**config.mk**
```make
export PLATFORM = sky130hd
export DESIGN_NAME = rx_fifo_rts
export DESIGN_NICKNAME = d
export VERILOG_FILES = /design/src/rtl/rx_fifo_pkg.sv /design/src/rtl/rx_fifo_store.sv /design/src/rtl/rx_rts_ctl.sv /design/src/rtl/rx_timeout.sv /design/src/rtl/rx_fifo_rts.sv
export SDC_FILE = /design/constraint.sdc
export NUM_CORES = 1
export LEC_CHECK = 0
export BUFFER_PORTS_ARGS = -buffer_cell sky130_fd_sc_hd__buf_2
export CORE_ASPECT_RATIO = 1.4
export CORE_MARGIN = 3
export CORE_UTILIZATION = 40
export DETAILED_ROUTE_END_ITERATION = 6
export PLACE_DENSITY = 0.53
export SYNTH_ARGS = -nofsm -noshare
export SYNTH_HDL_FRONTEND = slang
export SYNTH_SLANG_ARGS = --single-unit
```
**constraint.sdc**
```tcl
create_clock -name clk -period 5.3 [get_ports clk]
set_input_delay 0.795 -clock clk [delete_from_list [all_inputs] [get_ports clk]]
set_output_delay 0.795 -clock clk [all_outputs]
set_load 0.05 [all_outputs]
```
**src/rtl/rx_fifo_pkg.sv**
```systemverilog
package rx_fifo_pkg;

    typedef enum logic [1:0] {
        TRIG_8  = 2'b00,
        TRIG_16 = 2'b01,
        TRIG_24 = 2'b10,
        TRIG_28 = 2'b11
    } trig_sel_e;

    typedef struct packed {
        logic push;
        logic pop;
        logic flush;
    } fifo_op_t;

    // Fill level that raises the interrupt and releases RTS
    function automatic int unsigned trig_level(trig_sel_e s);
        case (s)
            TRIG_8:  return 8;
            TRIG_16: return 16;
            TRIG_24: return 24;
            default: return 28;
        endcase
    endfunction

    // Fill level at or below which RTS is asserted again
    function automatic int unsigned release_level(trig_sel_e s);
        case (s)
            TRIG_8:  return 0;
            TRIG_16: return 7;
            TRIG_24: return 15;
            default: return 23;
        endcase
    endfunction

endpackage

```
**src/rtl/rx_fifo_store.sv**
```systemverilog
module rx_fifo_store
    import rx_fifo_pkg::*;
#(
    parameter int DEPTH = 32,
    parameter int WIDTH = 8,
    localparam int AW = $clog2(DEPTH),
    localparam int CW = AW + 1
) (
    input  logic             clk,
    input  logic             rst,
    input  fifo_op_t         op,
    input  logic [WIDTH-1:0] din,
    output logic [WIDTH-1:0] dout,
    output logic [CW-1:0]    count,
    output logic [CW-1:0]    count_nxt
);

    logic [WIDTH-1:0] mem [DEPTH];
    logic [AW-1:0]    wr_ptr;
    logic [AW-1:0]    rd_ptr;

    function automatic logic [AW-1:0] bump(logic [AW-1:0] p);
        return (p == AW'(DEPTH - 1)) ? '0 : p + 1'b1;
    endfunction

    always_comb begin
        if (op.flush) count_nxt = '0;
        else          count_nxt = count + CW'(op.push) - CW'(op.pop);
    end

    always_ff @(posedge clk) begin
        if (rst || op.flush) begin
            wr_ptr <= '0;
            rd_ptr <= '0;
            count  <= '0;
        end else begin
            if (op.push) wr_ptr <= bump(wr_ptr);
            if (op.pop)  rd_ptr <= bump(rd_ptr);
            count <= count_nxt;
        end
    end

    always_ff @(posedge clk) begin
        if (op.push && !op.flush) mem[wr_ptr] <= din;
    end

    assign dout = mem[rd_ptr];

endmodule

```
**src/rtl/rx_rts_ctl.sv**
```systemverilog
module rx_rts_ctl #(
    parameter int CW = 6
) (
    input  logic          clk,
    input  logic          rst,
    input  logic          auto_en,
    input  logic [CW-1:0] count_nxt,
    input  logic [CW-1:0] hi_lvl,
    input  logic [CW-1:0] lo_lvl,
    output logic          rts_n
);

    always_ff @(posedge clk) begin
        if (rst || !auto_en)          rts_n <= 1'b1;
        else if (count_nxt >= hi_lvl) rts_n <= 1'b1;
        else if (count_nxt <= lo_lvl) rts_n <= 1'b0;
    end

endmodule

```
**src/rtl/rx_timeout.sv**
```systemverilog
module rx_timeout #(
    parameter int TO_CHARS = 4,
    localparam int TW = $clog2(TO_CHARS + 1)
) (
    input  logic clk,
    input  logic rst,
    input  logic activity,
    input  logic in_window,
    input  logic tick,
    output logic irq
);

    logic [TW-1:0] cnt;

    always_ff @(posedge clk) begin
        if (rst || activity || !in_window)       cnt <= '0;
        else if (tick && cnt != TW'(TO_CHARS))   cnt <= cnt + 1'b1;
    end

    assign irq = in_window && (cnt == TW'(TO_CHARS));

endmodule

```
**src/rtl/rx_fifo_rts.sv**
```systemverilog
module rx_fifo_rts
    import rx_fifo_pkg::*;
#(
    parameter int DEPTH    = 32,
    parameter int WIDTH    = 8,
    parameter int TO_CHARS = 4,
    localparam int CW = $clog2(DEPTH) + 1
) (
    input  logic             clk,
    input  logic             rst,
    input  logic             wr_en,
    input  logic [WIDTH-1:0] wr_data,
    input  logic             rd_en,
    input  logic             fifo_en,
    input  logic [1:0]       trig_sel,
    input  logic             auto_rts_en,
    input  logic             char_tick,
    output logic [WIDTH-1:0] rd_data,
    output logic [CW-1:0]    fill_count,
    output logic             data_ready,
    output logic             trig_irq,
    output logic             timeout_irq,
    output logic             overrun,
    output logic             rts_n
);

    fifo_op_t      op;
    logic [CW-1:0] count_nxt;
    logic [CW-1:0] hi_lvl;
    logic [CW-1:0] lo_lvl;
    logic          full;
    logic          empty;
    logic          ovr_set;

    assign full  = (fill_count == CW'(DEPTH));
    assign empty = (fill_count == '0);

    assign hi_lvl = CW'(trig_level(trig_sel_e'(trig_sel)));
    assign lo_lvl = CW'(release_level(trig_sel_e'(trig_sel)));

    always_comb begin
        op.flush = !fifo_en;
        op.pop   = fifo_en && rd_en && !empty;
        op.push  = fifo_en && wr_en && (!full || op.pop);
    end

    assign ovr_set = fifo_en && wr_en && full && !op.pop;

    always_ff @(posedge clk) begin
        if (rst)          overrun <= 1'b0;
        else if (ovr_set) overrun <= 1'b1;
        else if (rd_en)   overrun <= 1'b0;
    end

    rx_fifo_store #(.DEPTH(DEPTH), .WIDTH(WIDTH)) u_store (
        .clk       (clk),
        .rst       (rst),
        .op        (op),
        .din       (wr_data),
        .dout      (rd_data),
        .count     (fill_count),
        .count_nxt (count_nxt)
    );

    rx_rts_ctl #(.CW(CW)) u_rts (
        .clk       (clk),
        .rst       (rst),
        .auto_en   (auto_rts_en),
        .count_nxt (count_nxt),
        .hi_lvl    (hi_lvl),
        .lo_lvl    (lo_lvl),
        .rts_n     (rts_n)
    );

    assign data_ready = !empty;
    assign trig_irq   = (fill_count >= hi_lvl);

    rx_timeout #(.TO_CHARS(TO_CHARS)) u_to (
        .clk       (clk),
        .rst       (rst),
        .activity  (wr_en || rd_en),
        .in_window (!empty && !trig_irq),
        .tick      (char_tick),
        .irq       (timeout_irq)
    );

endmodule

```
==> reports/metrics.csv <==
metric,value,unit
min_to,overrun,
firstDrtPassIters,4,
cts.htree.levels,1,
yosys-top-cells-area,"edfxtp_1, mux2i_1, dfxtp_1",
startpoint_type,flop,
wl_per_cell,22.5,um
fin_skew,8.67,ps
avgSynthCellArea,16.5,um2
vias_per_cell,5.47,
status,"complete, no violations",
grt_first_pass_wirelength,39200,um
num_antenna_cells,0,
hp-class,flop to flop,
synth_area,11800,um2
die_h,209,um
io_pins,36,
clock_latency,540,ps
synth_nets,760,
rrSetupSlack,1740,ps
hold_viol,0,
ctsHoldBuffers,0,
cts_setup_buffers,0,
dieWidth,151,um
die_area,31600,um2
setup_tns,0,ps
synth_top_cell_area_share,0.653,
ys.flop_type,edfxtp_1,
grt_overflow,0,
grt_pass1_vias,6454,
period_share,0.762,
ys_ff_latch,282,
critical_path.max_fanout,20,
timing.rr.end,u_rts.rts_n,
clock_sinks,282,
slew_viol_final,0,
p_leak,0.00424,uW
core-area,28700,um2
drt_iter0_drc,367,
clockRootBuffer,clkbuf_16,
ctsResizeCount,0,
p_per_area,381,nW/um2
ys_seq_area_frac,0.697,
antenna_found_initial,0,
critical_path_class,flop to output port,
synth_warnings,0,
wirelength,25800,um
r2r-start,u_store.count[2],
hold_depth,2,
syn_inst,713,
nets,798,
clk_pin_slew,60,ps
final.fill_count,2527,
synth_edf_count,256,
required,4510,ps
async_flop_share,0,
gp_congestion,0.771,
floorplan.rows,73,
via_count,6260,
worstHoldStart,overrun,
cp.arrival,3240,ps
hold_slack,476,ps
cpMaxStageDelayCell,dfxtp_2,
max_freq,248,MHz
cts_buffer_depth,3,
grt_max_degree,67,
ant_nets,0,
post-route-min-period,4040,ps
initial_utilization,0.411,
max-vdd-ir-drop,0.000271,V
area_growth,11.7,%
final_core_util,0.459,
worst-slew-pin-transition,1100,ps
hpwl,17200,um
max-slew-margin-rel,0.268,
numCtsBuffers,28,
grt_usage,0.165,
cpPeakStageDelay,700,ps
path_cells,buf_4 -> mux4_1 -> a221oi_1 -> nand3_1 -> buf_2,
synth.distinct_cells,62,
reg2reg_depth,17,
end_kind,output port,
drc,0,
drive_gt1_frac,0.142,
setup_viol,0,
cts_tree,done,
rsz0062_at_grt,no,
port_buffers,35,
cap_viol_max_count,0,
synth_top_cell_by_area,edfxtp_1,
==> synthesized netlist by cell type (all sizes together) (3+ instances only) <==
library cell,n
edfxtp,256
mux2i,69
nor2,52
a22oi,32
mux4,32
nand3,32
ha,29
dfxtp,26
nand2,21
inv,19
a21oi,17
buf,17
clkbuf,14
a221oi,8
a22o,8
nand2b,8
nor2b,7
nor3,6
o21ai,6
and3,4
nand3b,4
nor3b,4
or3,4
a211oi,3
or3b,3
==> placed cells by master (no fill, tap or decap), drive strengths merged, types with 21 or more instances in the layout <==
| cell type | instances |
|---|---|
| edfxtp | 256 |
| mux2i | 69 |
| nor2 | 52 |
| buf | 39 |
| a22oi | 32 |
| nand3 | 32 |
| clkbuf | 32 |
| mux4 | 32 |
| ha | 29 |
| dfxtp | 26 |
| nand2 | 21 |
==> flip-flops by register name, indices dropped and copies added, names as in the netlist, named ones only <==
register,cells
u_to.cnt,3
u_rts.rts_n,1
u_store.count,6
u_store.wr_ptr,5
u_store.mem,256
overrun,1
u_store.rd_ptr,5
==> logic make-up (layout without fill, tap and decap cells) <==
group	after synthesis	after routing	synth area share
flip-flops	282	282	0.697
AO/OA/AOI/OAI	89	89	0.0551
XOR/XNOR	2	2	0.00149
AND/OR/NAND/NOR	159	159	0.0691
adder cells (fa/ha/maj)	30	30	0.0325
multiplexers	101	101	0.124
buffers and inverters	50	107	0.0204
==> critical path, delay by kind of cell, from the launching register on <==
kind / cells / cell delay (ps)
multiplexers: 1 / 620
AO/OA/AOI/OAI: 1 / 520
buffers and inverters: 2 / 690
flip-flops: 1 / 700
AND/OR/NAND/NOR: 1 / 140
==> worst max-delay path by stage <==
| stage | start | to | slack, ps | cells past startpoint |
|---|---|---|---|---|
| final | flop | rd_data[4] | 1260 | 5 |
| after global routing | flop | rd_data[3] | 1090 | 6 |
| after CTS | flop | rd_data[2] | 1220 | 5 |
| after detailed placement | fifo_en | u_rts.rts_n | 1560 | 16 |
| after global placement | fifo_en | u_rts.rts_n | 1650 | 16 |
| after floorplan | u_store.count[2] | u_rts.rts_n | 1680 | 17 |
==> power by group <==
| part | internal [uW] | switching [uW] | leakage, uW |
|---|---|---|---|
| combinational | 207 | 449 | 0.00130 |
| sequential | 2460 | 24.6 | 0.00251 |
| clock | 1090 | 796 | 0.000427 |
==> metrics by stage <==
stage | setup slack [ps] | instances | power [uW] | area (um2)
after CTS | 1220 | 1145 | 5070 | 13200
after detailed placement | 1560 | 1096 | 3180 | 12300
after global routing | 1090 | 1145 | 5220 | 13200
final | 1260 | 1145 | 5020 | 13200
after global placement | 1650 | 1096 | 3170 | 12300
after floorplan | 1680 | 713 | 2990 | 11800
==> layer usage <==
layer / part of all wire / global-route usage / vias to the layer above
li1: - / - / 2905
met1: 0.40 / 0.203 / 3188
met2: 0.53 / 0.298 / 131
met3: 0.041 / 0.0213 / 36
met4: 0.024 / 0.0491 / 0
met5: 0 / 0 / -
==> layout make-up <==
type	count	area (um2)	area share
clock buffer	32	737	0.0560
inverter	19	71.3	0.00542
timing repair buffer	39	205	0.0156
multi-input combinational	381	3330	0.253
tap	375	469	0.0357
clock inverter	17	134	0.0102
sequential	282	8210	0.624
Note: power is estimated with default switching activity, not from simulation.
